### config.mk
export PLATFORM = sky130hd
export DESIGN_NAME = psram_sync_slave
export DESIGN_NICKNAME = d
export VERILOG_FILES = /design/src/rtl/psb_pkg.sv /design/src/rtl/psb_bus_phase.sv /design/src/rtl/psb_fetch_ctrl.sv /design/src/rtl/psram_sync_slave.sv
export SDC_FILE = /design/constraint.sdc
export NUM_CORES = 1
export LEC_CHECK = 0
export BUFFER_PORTS_ARGS = -buffer_cell sky130_fd_sc_hd__buf_2
export CAP_MARGIN = 0
export CORE_MARGIN = 2
export CORE_UTILIZATION = 51
export CTS_BUF_LIST = sky130_fd_sc_hd__clkbuf_16
export DETAILED_ROUTE_END_ITERATION = 6
export HOLD_SLACK_MARGIN = 0.08
export PLACE_DENSITY = 0.87
export SETUP_SLACK_MARGIN = 0.15
export SLEW_MARGIN = 10
export SYNTH_ARGS = -nofsm -noshare
export SYNTH_HDL_FRONTEND = slang
export SYNTH_SLANG_ARGS = --single-unit
### constraint.sdc
create_clock -name clk -period 2.48 [get_ports clk]
set_input_delay 0.248 -clock clk [delete_from_list [all_inputs] [get_ports clk]]
set_output_delay 0.248 -clock clk [all_outputs]
set_load 0.01 [all_outputs]
### src/rtl/psb_pkg.sv
// Shared types for the synchronous PSRAM-style slave bridge.
package psb_pkg;

    // Request sequencer states; IDLE is the only state with wait released.
    typedef enum logic [1:0] {
        ST_IDLE  = 2'd0,
        ST_WDATA = 2'd1,
        ST_REQ   = 2'd2,
        ST_RESP  = 2'd3
    } psb_state_e;

endpackage

### src/rtl/psb_bus_phase.sv
// Bus-side timing of the bridge.
// Does: detects the address edge, counts the fixed latency, drives one
// read data beat and presents the write beat to the sequencer.
// Assumes: single-beat accesses, LAT >= 2, and no new address phase
// until the data edge of the previous access has passed.
module psb_bus_phase #(
    parameter int ADDR_W = 26,
    parameter int DATA_W = 32,
    parameter int LAT    = 3,
    localparam int WORD_W = ADDR_W - 2,
    localparam int CNT_W  = $clog2(LAT + 1)
) (
    input  logic              clk,
    input  logic              rst_n,
    input  logic              bus_ne,
    input  logic              bus_nwe,
    input  logic              bus_noe,
    input  logic              bus_nadv,
    input  logic [ADDR_W-1:0] bus_addr,
    input  logic [DATA_W-1:0] bus_din,
    input  logic [DATA_W-1:0] rd_word,
    output logic              addr_strobe,
    output logic              strobe_write,
    output logic [WORD_W-1:0] strobe_word,
    output logic              data_fire,
    output logic [DATA_W-1:0] wr_data,
    output logic [DATA_W-1:0] bus_dout,
    output logic              bus_doe
);

    localparam logic [CNT_W-1:0] CNT_LAST  = CNT_W'(LAT);
    localparam logic [CNT_W-1:0] CNT_DRIVE = CNT_W'(LAT - 1);

    logic             active_q;
    logic             acc_wr_q;
    logic [CNT_W-1:0] cnt_q;
    logic             drive_fire;

    // Address edge decode and the beat strobes seen by the sequencer.
    always_comb begin
        addr_strobe  = !active_q && !bus_ne && !bus_nadv;
        strobe_write = !bus_nwe;
        strobe_word  = bus_addr[ADDR_W-1:2];
        drive_fire   = active_q && (cnt_q == CNT_DRIVE);
        data_fire    = active_q && (cnt_q == CNT_LAST);
        wr_data      = bus_din;
    end

    // Latency counter: runs from the address edge to the data edge.
    always_ff @(posedge clk) begin
        if (!rst_n) begin
            active_q <= 1'b0;
            acc_wr_q <= 1'b0;
            cnt_q    <= '0;
        end else if (addr_strobe) begin
            active_q <= 1'b1;
            acc_wr_q <= strobe_write;
            cnt_q    <= CNT_W'(1);
        end else if (data_fire) begin
            active_q <= 1'b0;
            cnt_q    <= '0;
        end else if (active_q) begin
            cnt_q    <= cnt_q + CNT_W'(1);
        end
    end

    // Read beat register: valid for the single cycle before the data edge.
    always_ff @(posedge clk) begin
        if (!rst_n) begin
            bus_dout <= '0;
            bus_doe  <= 1'b0;
        end else if (drive_fire && !acc_wr_q && !bus_noe) begin
            bus_dout <= rd_word;
            bus_doe  <= 1'b1;
        end else begin
            bus_dout <= '0;
            bus_doe  <= 1'b0;
        end
    end


    doe_one_beat_chk: assert property (@(posedge clk) disable iff (!rst_n)
        bus_doe |=> !bus_doe);


    doe_only_read_chk: assert property (@(posedge clk) disable iff (!rst_n)
        (addr_strobe && strobe_write) |=> ##1 !bus_doe ##1 !bus_doe);

endmodule

### src/rtl/psb_fetch_ctrl.sv
// Request sequencer and one-entry read buffer of the bridge.
// Does: decides hit, miss, write or ignore at each address edge, holds the
// single internal request, releases wait on acknowledge and keeps the
// fetched word for the second read.
// Assumes: the internal side acknowledges only after accepting a request.
module psb_fetch_ctrl
    import psb_pkg::*;
#(
    parameter int WORD_W = 24,
    parameter int DATA_W = 32
) (
    input  logic              clk,
    input  logic              rst_n,
    input  logic              addr_strobe,
    input  logic              strobe_write,
    input  logic [WORD_W-1:0] strobe_word,
    input  logic              data_fire,
    input  logic [DATA_W-1:0] wr_data,
    output logic [DATA_W-1:0] rd_word,
    output logic              bus_nwait,
    output logic              usr_valid,
    input  logic              usr_ready,
    output logic [WORD_W-1:0] usr_addr,
    output logic              usr_write,
    output logic [DATA_W-1:0] usr_wdata,
    input  logic              usr_ack,
    input  logic [DATA_W-1:0] usr_rdata
);

    psb_state_e        state_q;
    logic [WORD_W-1:0] req_addr_q;
    logic [DATA_W-1:0] req_wdata_q;
    logic              req_write_q;
    logic              buf_valid_q;
    logic [WORD_W-1:0] buf_addr_q;
    logic [DATA_W-1:0] buf_data_q;
    logic              hit;

    // Buffer match for an incoming read.
    always_comb hit = buf_valid_q && (buf_addr_q == strobe_word);

    // Port view of the held request and the wait line.
    always_comb begin
        usr_valid = (state_q == ST_REQ);
        usr_addr  = req_addr_q;
        usr_write = req_write_q;
        usr_wdata = req_wdata_q;
        bus_nwait = (state_q == ST_IDLE);
    end

    // Sequencer: one outstanding request, buffer fill on read acknowledge.
    always_ff @(posedge clk) begin
        if (!rst_n) begin
            state_q     <= ST_IDLE;
            req_addr_q  <= '0;
            req_wdata_q <= '0;
            req_write_q <= 1'b0;
            buf_valid_q <= 1'b0;
            buf_addr_q  <= '0;
            buf_data_q  <= '0;
            rd_word     <= '0;
        end else begin
            if (addr_strobe && state_q != ST_IDLE) begin
                rd_word <= '0;
            end
            case (state_q)
                ST_IDLE: begin
                    if (addr_strobe) begin
                        buf_valid_q <= 1'b0;
                        if (strobe_write) begin
                            req_addr_q  <= strobe_word;
                            req_write_q <= 1'b1;
                            rd_word     <= '0;
                            state_q     <= ST_WDATA;
                        end else if (hit) begin
                            rd_word     <= buf_data_q;
                        end else begin
                            req_addr_q  <= strobe_word;
                            req_write_q <= 1'b0;
                            rd_word     <= '0;
                            state_q     <= ST_REQ;
                        end
                    end
                end
                ST_WDATA: begin
                    if (data_fire) begin
                        req_wdata_q <= wr_data;
                        state_q     <= ST_REQ;
                    end
                end
                ST_REQ: begin
                    if (usr_ready) begin
                        state_q <= ST_RESP;
                    end
                end
                ST_RESP: begin
                    if (usr_ack) begin
                        state_q <= ST_IDLE;
                        if (!req_write_q) begin
                            buf_valid_q <= 1'b1;
                            buf_addr_q  <= req_addr_q;
                            buf_data_q  <= usr_rdata;
                        end
                    end
                end
                default: state_q <= ST_IDLE;
            endcase
        end
    end


    req_hold_chk: assert property (@(posedge clk) disable iff (!rst_n)
        (usr_valid && !usr_ready) |=> (usr_valid && $stable(usr_addr) && $stable(usr_write)));


    busy_ignore_chk: assert property (@(posedge clk) disable iff (!rst_n)
        (addr_strobe && !bus_nwait && !usr_valid) |=> !usr_valid);


    write_req_chk: assert property (@(posedge clk) disable iff (!rst_n)
        (data_fire && state_q == ST_WDATA) |=> (usr_valid && usr_write && !bus_nwait));


    hit_quiet_chk: assert property (@(posedge clk) disable iff (!rst_n)
        (addr_strobe && bus_nwait && !strobe_write && hit) |=> (bus_nwait && !usr_valid));


    ack_collide_chk: assert property (@(posedge clk) disable iff (!rst_n)
        (addr_strobe && usr_ack && state_q == ST_RESP) |=> (bus_nwait && !usr_valid));

endmodule

### src/rtl/psram_sync_slave.sv
// Top of the synchronous PSRAM-style slave bridge.
// Does: joins the bus timing unit and the request sequencer.
// Assumes: all bus inputs are synchronous to clk; pin tristating and any
// clock-domain crossing are handled outside.
module psram_sync_slave #(
    parameter int ADDR_W = 26,
    parameter int DATA_W = 32,
    parameter int LAT    = 3,
    localparam int WORD_W = ADDR_W - 2
) (
    input  logic              clk,
    input  logic              rst_n,
    input  logic              bus_ne,
    input  logic              bus_nwe,
    input  logic              bus_noe,
    input  logic              bus_nadv,
    input  logic [ADDR_W-1:0] bus_addr,
    input  logic [DATA_W-1:0] bus_din,
    output logic [DATA_W-1:0] bus_dout,
    output logic              bus_doe,
    output logic              bus_nwait,
    output logic              usr_valid,
    input  logic              usr_ready,
    output logic [WORD_W-1:0] usr_addr,
    output logic              usr_write,
    output logic [DATA_W-1:0] usr_wdata,
    input  logic              usr_ack,
    input  logic [DATA_W-1:0] usr_rdata
);

    logic              addr_strobe;
    logic              strobe_write;
    logic [WORD_W-1:0] strobe_word;
    logic              data_fire;
    logic [DATA_W-1:0] wr_data;
    logic [DATA_W-1:0] rd_word;

    psb_bus_phase #(
        .ADDR_W(ADDR_W),
        .DATA_W(DATA_W),
        .LAT   (LAT)
    ) u_phase (
        .clk         (clk),
        .rst_n       (rst_n),
        .bus_ne      (bus_ne),
        .bus_nwe     (bus_nwe),
        .bus_noe     (bus_noe),
        .bus_nadv    (bus_nadv),
        .bus_addr    (bus_addr),
        .bus_din     (bus_din),
        .rd_word     (rd_word),
        .addr_strobe (addr_strobe),
        .strobe_write(strobe_write),
        .strobe_word (strobe_word),
        .data_fire   (data_fire),
        .wr_data     (wr_data),
        .bus_dout    (bus_dout),
        .bus_doe     (bus_doe)
    );

    psb_fetch_ctrl #(
        .WORD_W(WORD_W),
        .DATA_W(DATA_W)
    ) u_ctrl (
        .clk         (clk),
        .rst_n       (rst_n),
        .addr_strobe (addr_strobe),
        .strobe_write(strobe_write),
        .strobe_word (strobe_word),
        .data_fire   (data_fire),
        .wr_data     (wr_data),
        .rd_word     (rd_word),
        .bus_nwait   (bus_nwait),
        .usr_valid   (usr_valid),
        .usr_ready   (usr_ready),
        .usr_addr    (usr_addr),
        .usr_write   (usr_write),
        .usr_wdata   (usr_wdata),
        .usr_ack     (usr_ack),
        .usr_rdata   (usr_rdata)
    );


    reset_idle_chk: assert property (@(posedge clk)
        !rst_n |=> (bus_nwait && !usr_valid && !bus_doe));

endmodule

======== After elaboration in Yosys (flattened, before gate mapping) ========
Index checks and enable logic that the tools add are counted.
cells by class
  multiplexer cells ....................... 26
  equality and inequality tests ........... 13
  reductions and logical operators ........ 26
  add/subtract/negate cells ............... 1
  bitwise operators ....................... 2
operators by type and width
  operator                                                                count
  32-bit 2-to-1 mux                                                       5
  24-bit 2-to-1 mux                                                       2
  24-bit equality test                                                    1
  2-bit 2-to-1 mux                                                        6
  1-bit 2-to-1 mux                                                        11
  2-bit equality test (second input constant)                             4
  1-bit logical AND                                                       8
  2-bit != test (second input constant)                                   4
  2-bit case mux with 4 select lines                                      1
  1-bit zero test                                                         6
  3-bit AND reduction                                                     2
  2-bit nonzero test                                                      3
  5-bit AND reduction                                                     1
  2-bit by 1-bit != test with 1-bit output (second input constant)        2
  2-bit AND reduction                                                     2
  4-bit AND reduction                                                     1
  3-bit != test (second input constant)                                   1
  3-bit nonzero test                                                      1
  3-bit OR reduction                                                      1
  2-bit by 1-bit adder with 2-bit output (second input constant)          1
  2-bit by 1-bit equality test with 1-bit output (second input constant)  1
  2-bit zero test                                                         1
  1-bit inverter                                                          2
  1-bit case mux with 2 select lines                                      1
word-level totals
  register bits ........................... 185
  output and inout port bits .............. 92
  bits of input ports ..................... 98
  word-level logic and storage cells ...... 82

======== Longest topological paths before layout ========
  depth in word-level cells ............... 7
  mapped depth ............................ 7
  gate-level depth less buffers ........... 7

======== By module ========
Synthesis repeated with hierarchy kept, for this count alone.
unflattened totals
  cells, all modules ...................... 771
  area total of the unflattened synthesis .. 6949.2 µm²
by module, submodules not included
  module          times used  cells an instance  seq. area each (µm²)  area an instance (µm²)
  psb_fetch_ctrl  1           586                2962.8                5320.1
  psb_bus_phase   1           185                740.7                 1629.1

======== Worst setup path before layout ========
No wires, ideal clock.
  path type ............................... register -> register
  start point ............................. register u_ctrl.state_q[0]
  end point ............................... register u_ctrl.req_addr_q[10], in the netlist u_ctrl.usr_addr[10]
  path buffers ............................ 1
  data arrival time ....................... 1769 ps
  slack ................................... 595 ps
  period minus slack after synthesis ...... 1885 ps
  setup time .............................. 117 ps
  stages on the path, launching flop included .. 8
  cell sequence ........................... dfxtp_1 > inv_1 > ha_1 > or4b_1 > nand2_1 > o31ai_4 > buf_6 > a22o_1
between the ends
  longest elaborated chain between the ends .. 2
ends and longest elaborated chain
  item                           RTL line                text
  start, declared                psb_fetch_ctrl.sv:30    psb_state_e state_q;
  start signal, assigned         psb_fetch_ctrl.sv:54    state_q <= ST_IDLE;
  start signal, assigned         psb_fetch_ctrl.sv:74    state_q <= ST_WDATA;
  start signal, assigned         psb_fetch_ctrl.sv:81    state_q <= ST_REQ;
  2-bit zero test                n/a
  via bus_nwait                  psram_sync_slave.sv:21  output logic bus_nwait,
  3-bit AND reduction (no line)  n/a
  end signal, assigned           psb_fetch_ctrl.sv:71    req_addr_q <= strobe_word;
  end signal, assigned           psb_fetch_ctrl.sv:78    req_addr_q <= strobe_word;
  end, declared                  psb_fetch_ctrl.sv:31    logic [WORD_W-1:0] req_addr_q;
The timed path passes the listed nets, and every way through them passes these cells.
A chain may end at the register's enable or synchronous reset.

======== Final worst setup path ========
  start point ............................. input port bus_addr[10]
  end point ............................... register u_ctrl.req_addr_q[12], in the netlist u_ctrl.usr_addr[12]
between the ends
  longest elaborated chain between the ends .. 4
ends and longest elaborated chain
  item                           RTL line                text
  start, declared                psram_sync_slave.sv:17  input logic [ADDR_W-1:0] bus_addr,
  24-bit equality test           psb_fetch_ctrl.sv:40    always_comb hit = buf_valid_q && (buf_addr_q == strobe_word);
  1-bit logical AND              psb_fetch_ctrl.sv:40
  2-bit != test (no line)        n/a
  3-bit AND reduction (no line)  n/a
Every way passes these cells.

==> impl_metrics.py <==
metrics = {
    "min_path": {
        "hp-class": "in -> reg",
        "min_path_cells": 2,
        "worstHoldStart": "bus_addr[4]",
        "hold_end": "u_ctrl.usr_addr[2]$_SDFFE_PN0P_",
    },
    "logic_synthesis": {
        "synth_xor_area_frac": 0.0328,
        "synth_edf_count": 0,
        "ys.flop_type": "dfxtp_1",
        "synth_cell_type_count": 40,
        "yosysTopAreaCellShare": 0.578,
        "synth.area.mux_share": 0.00156,
        "synth_compound_area_frac": 0.163,
        "synth_top_area_cell": "dfxtp_1",
        "ys_seq_area_frac": 0.578,
        "yosys-top-cells-area": "dfxtp_1 (58%), nand2_1 (10%), a22o_1 (7.7%)",
        "synth_area_um2": 6400,
        "synth-simple-area-share": 0.178,
        "ys_ff_latch": 185,
        "yosys_warnings": 0,
        "synth_nets": 778,
        "synth_area_per_cell_um2": 9.50,
        "async_flop_share": 0,
        "synth_cells": 674,
        "synth_common_cells": "dfxtp_1 (185), nand2_1 (178), a21oi_1 (94), a22o_1 (56), clkbuf_1 (33)",
        "synth_top_family_by_area": "simple AND/OR/NAND/NOR gates",
        "yosysMostFrequentCell": "dfxtp_1",
        "synthAdderAreaFrac": 0.0117,
    },
    "setup_path": {
        "cp-end-kind": "flip-flop",
        "start_kind": "input pin",
        "r2r_slack_ns": 0.37,
        "cp.required_ns": 2.84,
        "arrival_ns": 2.54,
        "r2r-start": "u_ctrl.state_q[0]$_SDFFE_PN0P_",
        "criticalPathCategory": "in -> reg",
        "worst-path-max-fanout": 24,
        "rr_endpoint": "u_ctrl.usr_addr[12]$_SDFFE_PN0P_",
        "reg2regPathDepth": 7,
    },
    "finish": {
        "fin_cells": 1116,
        "fill_cells": 839,
        "register_area_um2": 3700,
        "area_delta_synth_final_pct": 39.7,
        "fin_nets": 1038,
        "layout-drive-gt1-share": 0.252,
        "multi_input_area_um2": 2500,
    },
    "detailed_routing": {
        "post_drt_wl_per_cell_um": 15.2,
        "vias": 5663,
        "ant_nets": 0,
        "drt_wl_total_um": 16900,
        "drtIter0Drc": 355,
        "drc": 0,
        "vias_per_cell": 5.07,
        "drtPass1Iterations": 4,
    },
    "timing": {
        "timing_hold_violations_final": 0,
        "tns_ns": 0,
        "rsz0062_at_grt": "false",
        "fin_crit_sh": 0.879,
        "clock.fmax_mhz": 459,
        "skew_ns": 0.00996,
        "min_period_ns": 2.18,
        "setup_viol": 0,
        "finalMaxSlewViolations": 0,
        "worst_slew_pin_slew_ns": 1.16,
        "slew_headroom": 0.226,
    },
    "global_route": {
        "grt_pass1_vias": 5609,
        "antenna_found_initial": 0,
        "overflow": 0,
        "grt_pass1_wl_um": 26800,
        "grt_max_degree": 57,
        "grt_use_total": 0.256,
    },
    "clock_tree": {
        "cts_buffer_depth": 2,
        "cts_buffers": 17,
        "cts_sinks": 185,
        "clk_latency_ns": 0.43,
        "path_clk_slew_ns": 0.07,
        "htree_levels": 4,
        "cts_setup_buffers": 0,
        "cts-root-buf": "clkbuf_16",
        "cts_tree": "yes",
    },
    "pwr": {
        "p_sw_frac": 0.239,
        "leakage_nw": 3.79,
        "pwr-share-comb": 0.118,
        "clockPowerShare": 0.416,
        "power.density_nw_per_um2": 749,
        "p_sw_mw": 1.60,
        "p_int_mw": 5.10,
        "peakVddDrop_v": 0.000492,
        "p_seq_frac": 0.466,
    },
    "floorplan": {
        "io_pins": 190,
        "die_w_um": 116,
        "core-area_um2": 12100,
        "start_util": 0.529,
        "die_area_um2": 13500,
        "die_y_um": 116,
        "rows": 40,
    },
    "job": {
        "max-cap-violations": 0,
    },
    "place": {
        "numPortBuffers": 187,
        "dpl.cell_count": 999,
        "post-dp-hpwl_um": 9870,
        "gp_congestion": 0.730,
    },
    "run_status": {
        "status": "finished, final reports clean",
    },
}
-- critical path, stage by stage --
cell	delay, ns
dlygate4sd3_1	0.53
buf_2	0.14
xnor2_1	0.20
nand4_2	0.18
or4_4	0.57
o31ai_4	0.24
buf_6	0.26
a22o_1	0.17
-- power by group through the flow --
stage / clock network, mW / logic (mW) / registers, mW
finish: 2.79 / 0.790 / 3.12
global route: 2.96 / 0.867 / 3.13
CTS: 2.82 / 0.779 / 3.12
detailed placement: 0 / 0.664 / 3.18
global placement: 0 / 0.646 / 3.18
floorplan: 0 / 0.409 / 3.19
-- cell type report --
| cell class | instances | area share |
|---|---|---|
| antenna | 1 | 0.000280 |
| clock inverter | 15 | 0.0206 |
| inverter | 4 | 0.00182 |
| timing repair buffer | 284 | 0.213 |
| multi-input combinational | 442 | 0.280 |
| sequential | 185 | 0.414 |
| tap | 168 | 0.0235 |
| clock buffer | 17 | 0.0476 |
-- worst max-delay path by stage --
stage | from | end | depth (start not counted)
after floorplan | u_ctrl.state_q[0]$_SDFFE_PN0P_ | u_ctrl.usr_addr[10]$_SDFFE_PN0P_ | 7
after global placement | u_ctrl.state_q[0]$_SDFFE_PN0P_ | u_ctrl.usr_addr[15]$_SDFFE_PN0P_ | 5
after detailed placement | u_ctrl.state_q[0]$_SDFFE_PN0P_ | u_ctrl.usr_addr[13]$_SDFFE_PN0P_ | 5
after CTS | u_ctrl.state_q[0]$_SDFFE_PN0P_ | u_ctrl.usr_addr[12]$_SDFFE_PN0P_ | 5
after global routing | bus_addr[22] | u_ctrl.usr_addr[4]$_SDFFE_PN0P_ | 8
final | bus_addr[10] | u_ctrl.usr_addr[12]$_SDFFE_PN0P_ | 8
-- flip-flops by register name, summed over array words and instances (netlist names) --
register,count
u_ctrl.buf_addr_q,24
u_phase.acc_wr_q,1
u_ctrl.buf_data_q,32
u_ctrl.usr_write,1
u_ctrl.buf_valid_q,1
u_phase.bus_dout,32
u_ctrl.usr_wdata,32
u_phase.active_q,1
u_ctrl.rd_word,32
u_ctrl.state_q,2
u_phase.cnt_q,2
u_ctrl.usr_addr,24
u_phase.bus_doe,1
-- per-stage QoR --
stage	cell area, µm²	util	hold slack (ns)	worst slack (ns)	power, mW
after floorplan	6400	-	0.344	0.595	3.60
after global placement	7480	0.618	0.438	0.375	3.82
after detailed placement	7480	0.618	0.443	0.278	3.85
after CTS	8930	0.738	0.0816	0.215	6.72
after global routing	8940	0.738	0.0922	0.217	6.95
final	8950	0.739	0.0855	0.300	6.70
-- cell usage in the layout (no fill, tap or decap), drive strengths merged, types with 2 or more instances in the layout --
master | netlist | routed
buf | 9 | 200
nand3b | 2 | 2
o21ai | 2 | 2
nand2b | 3 | 3
nor4 | 4 | 4
xnor2 | 16 | 16
clkinv | 1 | 5
bufinv | 0 | 4
nor2 | 10 | 10
and3b | 2 | 2
a21oi | 94 | 94
nand4 | 5 | 5
xor2 | 8 | 8
dlygate4sd3 | 0 | 84
dfxtp | 185 | 185
nand2 | 178 | 178
clkbuf | 34 | 17
clkinvlp | 0 | 4
nand3 | 6 | 6
and2 | 32 | 32
a22o | 56 | 56
nor3 | 4 | 4
ha | 6 | 6
inv | 3 | 6
-- kinds of logic (layout without fill, tap and decap cells) --
kind of cell / after synthesis / after routing
AND/OR/NAND/NOR: 252 / 252
flip-flops: 185 / 185
AO/OA/AOI/OAI: 159 / 159
buffers and inverters: 47 / 320
multiplexers: 1 / 1
adder cells (fa/ha/maj): 6 / 6
other: 0 / 1
XOR/XNOR: 24 / 24
-- what timing repair did --
item                       4_1_cts  5_1_grt
gates resized for setup          0        1
hold buffers                    84        0
hold endpoints to repair        84        0
setup endpoints to repair        0        1
-- metal layers --
layer	wire, µm	global-route usage	vias to the layer above
met2	8920	0.449	185
met1	6560	0.287	2641
met3	976	0.0643	42
li1	-	-	2795
met5	0	0	-
met4	469	0.133	0
(Power assumes the default switching activity.)
